$ cat src/rtl/txpa_pkg.sv
package txpa_pkg;
  typedef enum logic [1:0] {
    ST_WAIT   = 2'd0,
    ST_SETTLE = 2'd1,
    ST_PHASE  = 2'd2,
    ST_DONE   = 2'd3
  } txpa_state_e;
endpackage

$ cat src/rtl/txpa_event_det.sv
module txpa_event_det (
  input  logic clk,
  input  logic rst_n,
  input  logic tile_reset,
  input  logic pll_pwr_on,
  input  logic clk_src_change,
  output logic restart
);
  logic pll_q;

  // The flop resets to "powered", so a PLL that is already on after reset
  // produces no restart. A PLL held off through reset still gives an edge.
  always_ff @(posedge clk or negedge rst_n) begin
    if (!rst_n) pll_q <= 1'b1;
    else        pll_q <= pll_pwr_on;
  end

  assign restart = tile_reset | clk_src_change | (pll_pwr_on & ~pll_q);
endmodule

$ cat src/rtl/txpa_hold_sel.sv
module txpa_hold_sel #(
  parameter int DIV_W     = 2,
  parameter int BASE_HOLD = 4096,
  parameter int CNT_W     = 15
) (
  input  logic [DIV_W-1:0] div_sel,
  output logic [CNT_W-1:0] hold_cycles
);
  localparam logic [CNT_W-1:0] HOLD_X1 = CNT_W'(BASE_HOLD);
  localparam logic [CNT_W-1:0] HOLD_X2 = CNT_W'(2 * BASE_HOLD);
  localparam logic [CNT_W-1:0] HOLD_X4 = CNT_W'(4 * BASE_HOLD);

  always_comb begin
    case (int'(div_sel))
      1:       hold_cycles = HOLD_X1;
      2:       hold_cycles = HOLD_X2;
      default: hold_cycles = HOLD_X4; // 3 and any unsupported code
    endcase
  end
endmodule

$ cat src/rtl/txpa_ctr.sv
module txpa_ctr #(
  parameter int CNT_W = 15
) (
  input  logic             clk,
  input  logic             rst_n,
  input  logic             clr,
  output logic [CNT_W-1:0] cnt
);
  always_ff @(posedge clk or negedge rst_n) begin
    if (!rst_n)   cnt <= '0;
    else if (clr) cnt <= '0;
    else          cnt <= cnt + 1'b1;
  end
endmodule

$ cat src/rtl/txpa_seq.sv
module txpa_seq #(
  parameter int PRE_WAIT  = 32,
  parameter int BASE_HOLD = 4096,
  parameter int DIV_W     = 2
) (
  input  logic             clk,
  input  logic             rst_n,
  input  logic             clocks_stable,
  input  logic             tile_reset,
  input  logic             pll_pwr_on,
  input  logic             clk_src_change,
  input  logic [DIV_W-1:0] div_sel,
  output logic             align_en,
  output logic             set_phase,
  output logic             align_done
);
  import txpa_pkg::*;

  localparam int MAX_HOLD = 4 * BASE_HOLD;
  localparam int MAX_CNT  = (MAX_HOLD > PRE_WAIT) ? MAX_HOLD : PRE_WAIT;
  localparam int CNT_W    = $clog2(MAX_CNT + 1);
  localparam logic [CNT_W-1:0] SETTLE_LAST = CNT_W'(PRE_WAIT - 1);

  txpa_state_e      state_q, state_d;
  logic             restart;
  logic             cnt_clr;
  logic             load_hold;
  logic [CNT_W-1:0] cnt;
  logic [CNT_W-1:0] hold_cycles;
  logic [CNT_W-1:0] hold_q;

  txpa_event_det u_evt (
    .clk            (clk),
    .rst_n          (rst_n),
    .tile_reset     (tile_reset),
    .pll_pwr_on     (pll_pwr_on),
    .clk_src_change (clk_src_change),
    .restart        (restart)
  );

  txpa_hold_sel #(
    .DIV_W     (DIV_W),
    .BASE_HOLD (BASE_HOLD),
    .CNT_W     (CNT_W)
  ) u_hold (
    .div_sel     (div_sel),
    .hold_cycles (hold_cycles)
  );

  txpa_ctr #(.CNT_W(CNT_W)) u_ctr (
    .clk   (clk),
    .rst_n (rst_n),
    .clr   (cnt_clr),
    .cnt   (cnt)
  );

  always_comb begin
    state_d   = state_q;
    cnt_clr   = 1'b0;
    load_hold = 1'b0;
    if (restart) begin
      state_d = ST_WAIT;
      cnt_clr = 1'b1;
    end else begin
      case (state_q)
        ST_WAIT: begin
          cnt_clr = 1'b1;
          if (clocks_stable) state_d = ST_SETTLE;
        end
        ST_SETTLE: begin
          if (cnt == SETTLE_LAST) begin
            state_d   = ST_PHASE;
            cnt_clr   = 1'b1;
            load_hold = 1'b1;
          end
        end
        ST_PHASE: begin
          if (cnt == hold_q - 1'b1) begin
            state_d = ST_DONE;
            cnt_clr = 1'b1;
          end
        end
        default: cnt_clr = 1'b1;
      endcase
    end
  end

  always_ff @(posedge clk or negedge rst_n) begin
    if (!rst_n) begin
      state_q <= ST_WAIT;
      hold_q  <= '0;
    end else begin
      state_q <= state_d;
      if (load_hold) hold_q <= hold_cycles;
    end
  end

  assign align_en   = (state_q != ST_WAIT);
  assign set_phase  = (state_q == ST_PHASE);
  assign align_done = (state_q == ST_DONE);

  AST_EN_AFTER_STABLE: assert property (@(posedge clk) disable iff (!rst_n)
    $rose(align_en) |-> $past(clocks_stable));
  AST_EN_PERSISTS: assert property (@(posedge clk) disable iff (!rst_n)
    ($past(align_en) && !$past(restart)) |-> align_en);
  AST_PHASE_UNDER_EN: assert property (@(posedge clk) disable iff (!rst_n)
    set_phase |-> align_en);
  AST_DONE_EXCLUSIVE: assert property (@(posedge clk) disable iff (!rst_n)
    align_done |-> (align_en && !set_phase));
  AST_DONE_ON_FALL: assert property (@(posedge clk) disable iff (!rst_n)
    $rose(align_done) |-> $fell(set_phase));
  AST_RESTART_CLEARS: assert property (@(posedge clk) disable iff (!rst_n)
    restart |=> (!align_en && !set_phase && !align_done));
  AST_OUT_ONEHOT: assert property (@(posedge clk) disable iff (!rst_n)
    $onehot0({set_phase, align_done}));
endmodule

$ cat config.mk
export PLATFORM = sky130hd
export DESIGN_NAME = txpa_seq
export DESIGN_NICKNAME = d
export VERILOG_FILES = /design/src/rtl/txpa_pkg.sv /design/src/rtl/txpa_event_det.sv /design/src/rtl/txpa_hold_sel.sv /design/src/rtl/txpa_ctr.sv /design/src/rtl/txpa_seq.sv
export SDC_FILE = /design/constraint.sdc
export NUM_CORES = 1
export LEC_CHECK = 0
export ABC_AREA = 1
export CAP_MARGIN = 20
export CORE_MARGIN = 2
export CORE_UTILIZATION = 57
export CTS_CLUSTER_DIAMETER = 200
export DETAILED_ROUTE_END_ITERATION = 8
export PLACE_DENSITY = 0.88
export SLEW_MARGIN = 0
export SYNTH_ARGS = -nofsm -noshare
export SYNTH_HDL_FRONTEND = slang
export SYNTH_SLANG_ARGS = --single-unit
$ cat constraint.sdc
create_clock -name clk -period 2.15 [get_ports clk]
set_clock_uncertainty 0.15 [all_clocks]
set_input_delay 0.3225 -clock clk [delete_from_list [all_inputs] [get_ports clk]]
set_output_delay 0.3225 -clock clk [all_outputs]
set_load 0.1 [all_outputs]
# Word level (Yosys, flattened, before mapping)
# Cells that the tools add are included.
# Widths: inputs -> output; s select.
# op_classes
n_addsub	2
eq_ne	10
mux	13
n_bitwise	4
n_reduce_logical	4
# ops
cell	n
$pmux 15 s2	1
$add 15x1->15 const B	1
$eq 15x15->1	1
$eq 15x5->1 const B	1
$mux 15	1
$sub 15x1->15 const B	1
$mux 2	4
$eq 2x2->1 const B	3
$ne 3x3->1 const B	2
$pmux 2 s3	1
$mux 1	5
$eq 2x1->1 const B	2
$reduce_and 4->1	1
$reduce_bool 4->1	1
$ne 3x1->1 const B	1
$logic_not 2->1	1
$or 1x1->1	2
$pmux 1 s2	1
$reduce_bool 2->1	1
$and 1x1->1	1
$not 1->1	1
# word_totals
regBits	33
input_bits	8
out_inout_bits	3

# Depth between registers and ports, before layout
# Gate-level depths: netlist of run 1.
# depth
word_depth	6
depth_mapped	13
ltp_nobuf	13

# Hierarchy
# Synthesis of run 1 repeated with hierarchy kept, for this count alone.
# unflattened
hier_cells	327
area_unflattened_um2	2419.8
# by_module_without_submodules
module	instances	cells_per_inst	area_per_inst_um2	seq_area_each_um2
txpa_seq	1	196	1445.1	425.4
txpa_ctr	1	109	807.0	375.4
txpa_hold_sel	1	17	126.4	0.0
txpa_event_det	1	5	41.3	26.3

# Least setup slack after synthesis of run 1
# No wires, ideal clock.
# synth_path
path_type	reg2reg
start	register state_q[0]
end	register state_q[0]
setup_time_ns	0.117
arrival_ns	1.969
required_time_ns	1.883
path_slack_ns	-0.085
stages_incl_launch_ff	10
path_buffers	0
cell_sequence	dfrtp_1 -> inv_1 -> ha_1 -> inv_1 -> nand3_1 -> o21ai_0 -> a21oi_1 -> nand2_1 -> nand2_1 -> nand2_1
# synth_between
elab_chain_len	3
# synth_lines
element	line_no	source
start, declared	txpa_seq.sv:24	txpa_state_e state_q, state_d;
start signal, assigned	txpa_seq.sv:93	state_q <= state_d;
$eq 2x2->1 (*)	-	
net set_phase	txpa_seq.sv:14	output logic set_phase,
$ne 3x1->1 (no source line) (tied with other cells)	-	
$reduce_and 4->1 (no source line) or $mux 2 (tied branches)	-	
# The timed path passes the listed nets; every way through them passes the cells marked *.
# A chain may end at the register's enable or synchronous reset.

# Final worst setup path of run 1
# layout_path
start	register u_ctr.cnt[0]
end	register u_ctr.cnt[3]
# layout_between
elab_chain_len	5
# layout_lines
element	line_no	source
start, declared	txpa_ctr.sv:7	output logic [CNT_W-1:0] cnt
start signal, assigned	txpa_ctr.sv:12	else cnt <= cnt + 1'b1;
parallel branches: the longest is 4 deep, another holds $add 15x1->15	-	
$mux 15 (*)	txpa_ctr.sv:11	else if (clr) cnt <= '0;
# Mark *: on every way between the ends.

==> flow_summary.json, run 1 <==
{
  "min_period_ns": 1.88,
  "clock-sinks": 21,
  "area_delta_synth_final_pct": 13.8,
  "ys_seq_area_share_pct": 39.7,
  "htree_levels": 1,
  "critPathLaunchType": "register",
  "synthTopCellsByArea": "dfrtp_1, nand2_1, ha_1",
  "drv_slew": 0,
  "yosys_warnings": 0,
  "pwr-share-seq_pct": 57.4,
  "cts_tree": "built",
  "grt_start_max_net_pins": 16,
  "hpwl_mm": 2.09,
  "antenna_found_initial": 0,
  "num-nets-final": 201,
  "top_level_ports": 11,
  "syn_nets": 186,
  "cp-startpoint": "u_ctr.cnt[0]",
  "clk_latency_ns": 0.31,
  "fp.dieH_um": 52.3,
  "powerDensity_nw_per_um2": 465,
  "cts_resized": 0,
  "start_util_pct": 60.0,
  "drt-met1-wl_mm": 1.09,
  "vias": 1097,
  "n_antenna_cell": 0,
  "num_rows": 17,
  "synthCells": 170,
  "r2r_cells": 8,
  "cp_max_fo": 15,
  "cp.required_ns": 2.21,
  "hold_class": "in2async",
  "post-route-drc-count": 0,
  "rsz0062_at_grt": "no",
  "ctsLongestPathBuffers": 2,
  "drive_gt1_share_pct": 15.8,
  "postCtsSetupBuffers": 0,
  "status": "finished, final reports clean",
  "netlist.area_leader.share_pct": 37.7,
  "drt-pass1-iter-count": 4,
  "final.period_utilization_pct": 87.3,
  "place_inst": 208,
  "hold_violations": 0,
  "die_w_um": 52.3,
  "wl_per_cell_um": 12.2,
  "end_kind": "register",
  "slew_headroom_pct": 64.7,
  "crit_arrival_ns": 1.93,
  "numCtsBuffers": 3,
  "p_leak_nw": 0.670,
  "vdd_ir_drop_max_uv": 387,
  "power.share.switching_pct": 28.0,
  "crit_end": "u_ctr.cnt[3]",
  "pwr-share-clk_pct": 28.4,
  "setup_viol_count_final": 0,
  "grt_pass1_wl_mm": 4.41,
  "via_per_inst": 5.17,
  "reg2reg_from": "u_ctr.cnt[0]",
  "cts-root-buf": "clkbuf_4",
  "fin_cells": 212,
  "grt_overflow_total": 0,
  "yosys.area.top_type": "dfrtp_1",
  "fmax_mhz": 533,
  "dieArea_um2": 2730,
  "top_layer_used": "met4",
  "antenna_left": 0,
  "p_switching_mw": 0.197,
  "drv_cap": 0,
  "setup-tns-final_ns": 0,
  "port_buffers": 10,
  "grt_pass1_vias": 1093,
  "met2_wirelength_mm": 1.37,
  "track_usage_pct": 22.2,
  "met3_length_um": 79,
  "combPwrFrac_pct": 14.2,
  "drt-total-wl_mm": 2.58,
  "avgSynthCellArea_um2": 7.81,
  "clk_pin_slew_ns": 0.12,
  "ctsHoldBuffers": 0,
  "synth_cell_types": 21,
  "synth_area_um2": 1330,
  "coreArea_um2": 2210,
  "r2r_end": "u_ctr.cnt[3]",
  "max_slew.worst_pin.slew_ns": 0.529,
  "initialDrtViolationCount": 18,
  "gp_congestion": 0.810,
  "r2r_slack_ns": 0.27,
  "intPower_mw": 0.506,
  "worstSetupPathType": "reg2reg",
  "synth_seq_cells": 21
}
## power groups by stage
stage / clock [mW] / sequential (mW) / combinational, mW
final: 0.199 / 0.403 / 0.100
after global routing: 0.212 / 0.404 / 0.109
after CTS: 0.203 / 0.403 / 0.101
after detailed placement: 0 / 0.411 / 0.101
after global placement: 0 / 0.411 / 0.0966
after floorplan: 0 / 0.410 / 0.0577
## how the worst min path moves through the flow
stage            startpoint           end  slack, ns  cells past startpoint
2_1_floorplan         rst_n    hold_q[12]      -0.12                      0
3_3_place_gp   u_ctr.cnt[0]  u_ctr.cnt[0]       0.30                      1
3_5_place_dp   u_ctr.cnt[0]  u_ctr.cnt[0]       0.30                      1
4_1_cts               rst_n  u_ctr.cnt[2]       0.20                      1
5_1_grt               rst_n  u_ctr.cnt[3]       0.23                      1
6_report              rst_n  u_ctr.cnt[3]       0.19                      1
## through the flow
step	total power, mW	instance area (um^2)	setup WS [ns]	util, %	hold slack [ns]
4_1_cts	0.707	1510	0.262	68.3	0.198
6_report	0.703	1510	0.274	68.3	0.188
3_3_place_gp	0.507	1480	0.299	67.0	0.297
5_1_grt	0.725	1510	0.119	68.3	0.229
3_5_place_dp	0.512	1480	0.110	67.0	0.303
2_1_floorplan	0.468	1330	0.0630	-	-0.123
## cell families (layout without fill, tap and decap cells)
kind of cell | after synthesis | after routing | share of synthesized area, %
adder cells (fa/ha/maj) | 8 | 8 | 7.54
AO/OA/AOI/OAI | 4 | 4 | 1.79
flip-flops | 21 | 21 | 39.7
XOR/XNOR | 10 | 10 | 6.60
AND/OR/NAND/NOR | 103 | 103 | 36.4
buffers and inverters | 24 | 38 | 8.01
## per-layer routing
layer / vias up / GRT usage (%)
li1: 552 / -
met1: 515 / 25.1
met2: 23 / 40.1
met3: 7 / 4.00
met4: 0 / 10.3
met5: - / 0
## critical path, stage by stage (launching register included)
cell and delay [ns]:
dfrtp_1 0.39, ha_1 0.24, nand4_1 0.16, nor2_1 0.15
nand2_1 0.09, inv_1 0.14, nand2_1 0.12, nand3_4 0.24
nor2_1 0.09
## synth_stat cells
library cell	number
xnor2_1	4
dfrtp_1	20
nor2_1	22
dfstp_2	1
a21oi_1	1
nor2_2	12
o21ai_0	2
a31o_2	1
nand3_1	13
inv_1	23
nor2_4	1
nor3_1	3
and3_1	1
nand4_1	2
nand2_1	44
nand3_4	1
nand3_2	2
xor2_1	6
buf_12	1
nand2_2	2
ha_1	8
## placed cells by master (no fill, tap or decap), drive strengths merged
master / synthesis / routed
nor2: 35 / 35
xor2: 6 / 6
nand3: 16 / 16
and3: 1 / 1
a31o: 1 / 1
nand2: 46 / 46
dfrtp: 20 / 20
dfstp: 1 / 1
clkinv: 0 / 1
a21oi: 1 / 1
inv: 23 / 23
clkbuf: 0 / 3
buf: 1 / 4
ha: 8 / 8
o21ai: 2 / 2
nor3: 3 / 3
xnor2: 4 / 4
clkdlybuf4s50: 0 / 7
nand4: 2 / 2
## sequential cells by signal, indices dropped and copies added, names as in the netlist
| signal | cells |
|---|---|
| state_q | 2 |
| u_ctr.cnt | 15 |
| u_evt.pll_q | 1 |
| hold_q | 3 |
## layout make-up
| cell class | instances | area, um^2 |
|---|---|---|
| fill | 184 | 702 |
| multi-input combinational | 125 | 697 |
| sequential | 21 | 527 |
| timing repair buffer | 11 | 138 |
| inverter | 23 | 86.3 |
| tap | 28 | 35.0 |
| clock buffer | 3 | 22.5 |
| clock inverter | 1 | 5.00 |
No activity file was read; power rests on OpenSTA's default activity.
==> inputs of run 2 (changes only) <==
--- a/config.mk
+++ b/config.mk
@@ -8,10 +8,11 @@
 export ABC_AREA = 1
 export CAP_MARGIN = 20
 export CORE_MARGIN = 2
-export CORE_UTILIZATION = 57
+export CORE_UTILIZATION = 35
 export CTS_CLUSTER_DIAMETER = 200
 export DETAILED_ROUTE_END_ITERATION = 8
-export PLACE_DENSITY = 0.88
+export PLACE_DENSITY = 0.62
+export RECOVER_POWER = 25
 export SLEW_MARGIN = 0
 export SYNTH_ARGS = -nofsm -noshare
 export SYNTH_HDL_FRONTEND = slang
==> run 2 against run 1 <==
Compared with the run above: maximum frequency grew 1.8%; routed wire length down 15%; power rose by 7.1%; worst hold slack better by 0.13 ns; final cell count is 9.4% higher; critical endpoint is now u_ctr.cnt[0]; highest routed layer unchanged.
==> flow_summary.json, run 2 (synthesized netlist as in run 1, its figures left out) <==
{
  "hold_violations": 0,
  "cts-root-buf": "clkbuf_8",
  "setup-tns-final_ns": 0,
  "drv_cap": 0,
  "p_leak_nw": 0.671,
  "drt-pass1-iter-count": 4,
  "largest_register_ffs": 15,
  "cts_tree": "built",
  "drt-total-wl_mm": 2.19,
  "vias": 996,
  "postCtsSetupBuffers": 0,
  "seq_area_um2": 527,
  "top_level_ports": 11,
  "holdPathStages": 1,
  "antenna_left": 0,
  "hpwl_mm": 1.72,
  "grt_pass1_wl_mm": 3.82,
  "combPwrFrac_pct": 12.6,
  "htree_levels": 1,
  "ctsHoldBuffers": 0,
  "power.share.switching_pct": 24.7,
  "die_w_um": 65.6,
  "worst_path_dominant_cell_family": "simple AND/OR/NAND/NOR gates",
  "cpPeakStageDelay_ns": 0.37,
  "drive_gt1_share_pct": 14.7,
  "grt_pass1_vias": 890,
  "worstSetupPathType": "reg2reg",
  "fmax_mhz": 543,
  "port_buffers": 10,
  "numCtsBuffers": 3,
  "cp.required_ns": 2.14,
  "end_kind": "register",
  "wl_per_cell_um": 9.44,
  "intPower_mw": 0.566,
  "biggestRegsByFlops": "u_ctr.cnt (15), hold_q (3), state_q (2)",
  "crit_arrival_ns": 1.83,
  "hold_class": "reg2reg",
  "via_per_inst": 4.29,
  "area_delta_synth_final_pct": 16.7,
  "post-route-drc-count": 0,
  "p_switching_mw": 0.186,
  "min_period_ns": 1.84,
  "fp.dieH_um": 65.6,
  "crit_buf_inv": 2,
  "r2r_cells": 10,
  "dieArea_um2": 4300,
  "status": "finished, final reports clean",
  "critPathLaunchType": "register",
  "multi_input_area_um2": 697,
  "track_usage_pct": 11.6,
  "grt_start_max_net_pins": 22,
  "cp_max_fo": 15,
  "cts_resized": 0,
  "clk_pin_slew_ns": 0.08,
  "ctsLongestPathBuffers": 2,
  "final_cell_mix": "nand2_1, inv_1, nor2_1",
  "cp.depth": 10,
  "cp_slowest_cell": "dfrtp_1",
  "fillCellCount": 369,
  "powerDensity_nw_per_um2": 486,
  "grt_overflow_total": 0,
  "path_cells": "inv_1, ha_1, inv_1, nand2_1, nand2_1, nand3_1, nor2_1, nand3_2, nand3_4, nor2_1",
  "pwr-share-seq_pct": 53.6,
  "clk_latency_ns": 0.26,
  "coreArea_um2": 3660,
  "antenna_found_initial": 0,
  "max_slew.worst_pin.slew_ns": 1.12,
  "start_util_pct": 36.3,
  "final_common_cell": "nand2_1",
  "worst_slack_ns": 0.307,
  "drv_slew": 0,
  "clock-sinks": 21,
  "slew_headroom_pct": 25.6,
  "num-nets-final": 201,
  "rsz0062_at_grt": "no",
  "final.period_utilization_pct": 85.7,
  "vdd_ir_drop_max_uv": 195,
  "setup_viol_count_final": 0,
  "pwr-share-clk_pct": 33.8,
  "n_antenna_cell": 0,
  "gp_congestion": 0.811,
  "pre_cts_ws_ns": 0.231,
  "num_rows": 22,
  "initialDrtViolationCount": 24,
  "top_register": "u_ctr.cnt"
}
## run 2: changes by cell type in the layout (fill, tap and decap cells not counted), sizes merged
cell / before / now
buf: 4 / 3
clkbuf: 3 / 5
clkdlybuf4s50: 7 / 5
clkinv: 1 / 0
dlygate4sd3: 0 / 2
## run 2: metal layers
layer / wire (um) / GRT usage [%] / vias up
met2: 1060 / 18.9 / 6
met4: 34 / 5.47 / 0
met3: 30 / 1.54 / 2
met5: 0 / 0 / -
met1: 1070 / 15.1 / 436
li1: - / - / 552
## run 2: final cells by class
class / instances / area share, %
multi-input combinational: 125 / 45.0
timing repair buffer: 11 / 8.64
sequential: 21 / 34.0
tap: 48 / 3.88
inverter: 23 / 5.57
clock buffer: 4 / 2.91
## run 2: metrics by stage
stage	cells	utilization (%)	power, mW	hold slack (ns)	instance area (um^2)
6_report	232	42.3	0.753	0.316	1550
5_1_grt	232	42.3	0.799	0.368	1550
2_1_floorplan	170	-	0.468	-0.123	1330
3_3_place_gp	228	41.2	0.509	0.310	1510
3_5_place_dp	228	41.2	0.509	0.310	1510
4_1_cts	232	42.4	0.767	0.258	1550
## run 2: path summary, 6_finish.rpt
check	from	endpoint	slack, ns
worst max-delay path	hold_q[12]	u_ctr.cnt[0]	0.31
worst min-delay path	u_ctr.cnt[0]	u_ctr.cnt[0]	0.32
worst max register to register	hold_q[12]	u_ctr.cnt[0]	0.31
worst min register to register	u_ctr.cnt[0]	u_ctr.cnt[0]	0.32
max in group asynchronous	rst_n	u_ctr.cnt[4]	0.54
min in group asynchronous	rst_n	u_ctr.cnt[9]	0.64
## run 2: power by group through the flow
stage	clock (mW)	combinational, mW	sequential (mW)
after floorplan	0	0.0577	0.410
after global placement	0	0.0982	0.411
after detailed placement	0	0.0978	0.411
after CTS	0.266	0.0983	0.403
after global routing	0.291	0.104	0.404
final	0.255	0.0948	0.403
==> inputs of run 3 (changes only) <==
--- a/config.mk
+++ b/config.mk
@@ -7,7 +7,6 @@
 export LEC_CHECK = 0
 export ABC_AREA = 1
 export CAP_MARGIN = 20
-export CORE_MARGIN = 2
 export CORE_UTILIZATION = 35
 export CTS_CLUSTER_DIAMETER = 200
 export DETAILED_ROUTE_END_ITERATION = 8
==> run 3 against run 2 <==
Compared with the run above: utilization about the same; critical path depth unchanged; worst hold slack improved by 0.0077 ns; non-clock buffer count unchanged; sequential cell count unchanged; worst setup slack improved by 0.032 ns; clock power increased by 5%; largest cell class unchanged.
==> flow_summary.json, run 3 (synthesized netlist as in run 1, its figures left out) <==
{
  "final_common_cell": "nand2_1",
  "ctsLongestPathBuffers": 2,
  "gp_congestion": 0.823,
  "slew_headroom_pct": 25.2,
  "end_kind": "register",
  "start_util_pct": 36.3,
  "clk_latency_ns": 0.27,
  "drv_slew": 0,
  "numCtsBuffers": 3,
  "cp_max_fo": 15,
  "num-nets-final": 201,
  "drt-pass1-iter-count": 4,
  "cts-root-buf": "clkbuf_8",
  "p_leak_nw": 0.674,
  "hpwl_mm": 1.72,
  "grt_pass1_wl_mm": 3.88,
  "crit_arrival_ns": 1.82,
  "hold_class": "reg2reg",
  "fmax_mhz": 552,
  "htree_levels": 1,
  "multi_input_area_um2": 697,
  "setup_viol_count_final": 0,
  "postCtsSetupBuffers": 0,
  "grt_pass1_vias": 916,
  "powerDensity_nw_per_um2": 495,
  "min_period_ns": 1.81,
  "clk_pin_slew_ns": 0.08,
  "num_rows": 22,
  "track_usage_pct": 12.6,
  "grt_overflow_total": 0,
  "largest_register_ffs": 15,
  "setup-tns-final_ns": 0,
  "drt-total-wl_mm": 2.20,
  "drive_gt1_share_pct": 15.2,
  "fp.dieH_um": 63.6,
  "grt_start_max_net_pins": 22,
  "vias": 1035,
  "max_slew.worst_pin.slew_ns": 1.12,
  "via_per_inst": 4.46,
  "seq_area_um2": 527,
  "drv_cap": 0,
  "status": "finished, final reports clean",
  "port_buffers": 10,
  "top_register": "u_ctr.cnt",
  "fillCellCount": 387,
  "critPathLaunchType": "register",
  "biggestRegsByFlops": "u_ctr.cnt (15), hold_q (3), state_q (2)",
  "initialDrtViolationCount": 41,
  "antenna_found_initial": 0,
  "worstSetupPathType": "reg2reg",
  "top_level_ports": 11,
  "cts_resized": 0,
  "wl_per_cell_um": 9.49,
  "coreArea_um2": 3660,
  "dieArea_um2": 4040,
  "final.period_utilization_pct": 84.3,
  "antenna_left": 0,
  "die_w_um": 63.6,
  "vdd_ir_drop_max_uv": 312,
  "rsz0062_at_grt": "no",
  "whs_ns": 0.324,
  "cts_tree": "built",
  "ctsHoldBuffers": 0,
  "area_delta_synth_final_pct": 16.8,
  "cp.required_ns": 2.16,
  "hold_violations": 0,
  "final_cell_mix": "nand2_1, inv_1, nor2_1",
  "n_antenna_cell": 0,
  "post-route-drc-count": 0,
  "clock-sinks": 21
}
[run 3: area by class of cell]
cell class              count  area share, %
multi-input cells         125           45.0
flip-flops and latches     21           34.0
repair buffers             11           8.64
inverters                  23           5.57
well taps                  48           3.87
clock buffers               3           2.66
clock inverters             1          0.323
[run 3: per-stage QoR]
| stage | power (mW) | utilization (%) | std cells | instance area, um^2 | setup slack [ns] |
|---|---|---|---|---|---|
| floorplan | 0.468 | - | 170 | 1330 | 0.0630 |
| global placement | 0.509 | 41.2 | 228 | 1510 | 0.266 |
| detailed placement | 0.509 | 41.2 | 228 | 1510 | 0.243 |
| CTS | 0.782 | 42.4 | 232 | 1550 | 0.322 |
| global route | 0.800 | 42.3 | 232 | 1550 | 0.201 |
| finish | 0.767 | 42.3 | 232 | 1550 | 0.338 |
[run 3: power breakdown]
part / internal (mW) / leakage (nW) / switching (mW)
clock: 0.130 / 0.0255 / 0.139
combinational: 0.0350 / 0.360 / 0.0600
sequential: 0.399 / 0.289 / 0.00375
[run 3: routing by layer]
metal	up-vias	routed length [um]	track usage, %
met1	468	1120	16.3
li1	549	-	-
met5	-	0	0
met2	13	964	18.6
met4	0	77	10.2
met3	5	41	1.63
[run 3: path summary, 6_finish.rpt]
check	start	to	slack, ns	cells after the start
worst min-delay path	u_ctr.cnt[0]	u_ctr.cnt[0]	0.32	1
worst max register to register	hold_q[12]	u_ctr.cnt[0]	0.34	10
max in group asynchronous	rst_n	u_ctr.cnt[11]	0.55	2
worst min register to register	u_ctr.cnt[0]	u_ctr.cnt[0]	0.32	1
min in group asynchronous	rst_n	u_ctr.cnt[0]	0.63	2
worst max-delay path	hold_q[12]	u_ctr.cnt[0]	0.34	10
[run 3: critical path, cell delays in order (launching register included)]
cell and delay (ns):
dfrtp_1 0.37, inv_1 0.06, ha_1 0.30, inv_1 0.06, nand2_1 0.04, nand2_1 0.06, nand3_1 0.06, nor2_1 0.20
nand3_2 0.11, nand3_4 0.20, nor2_1 0.07
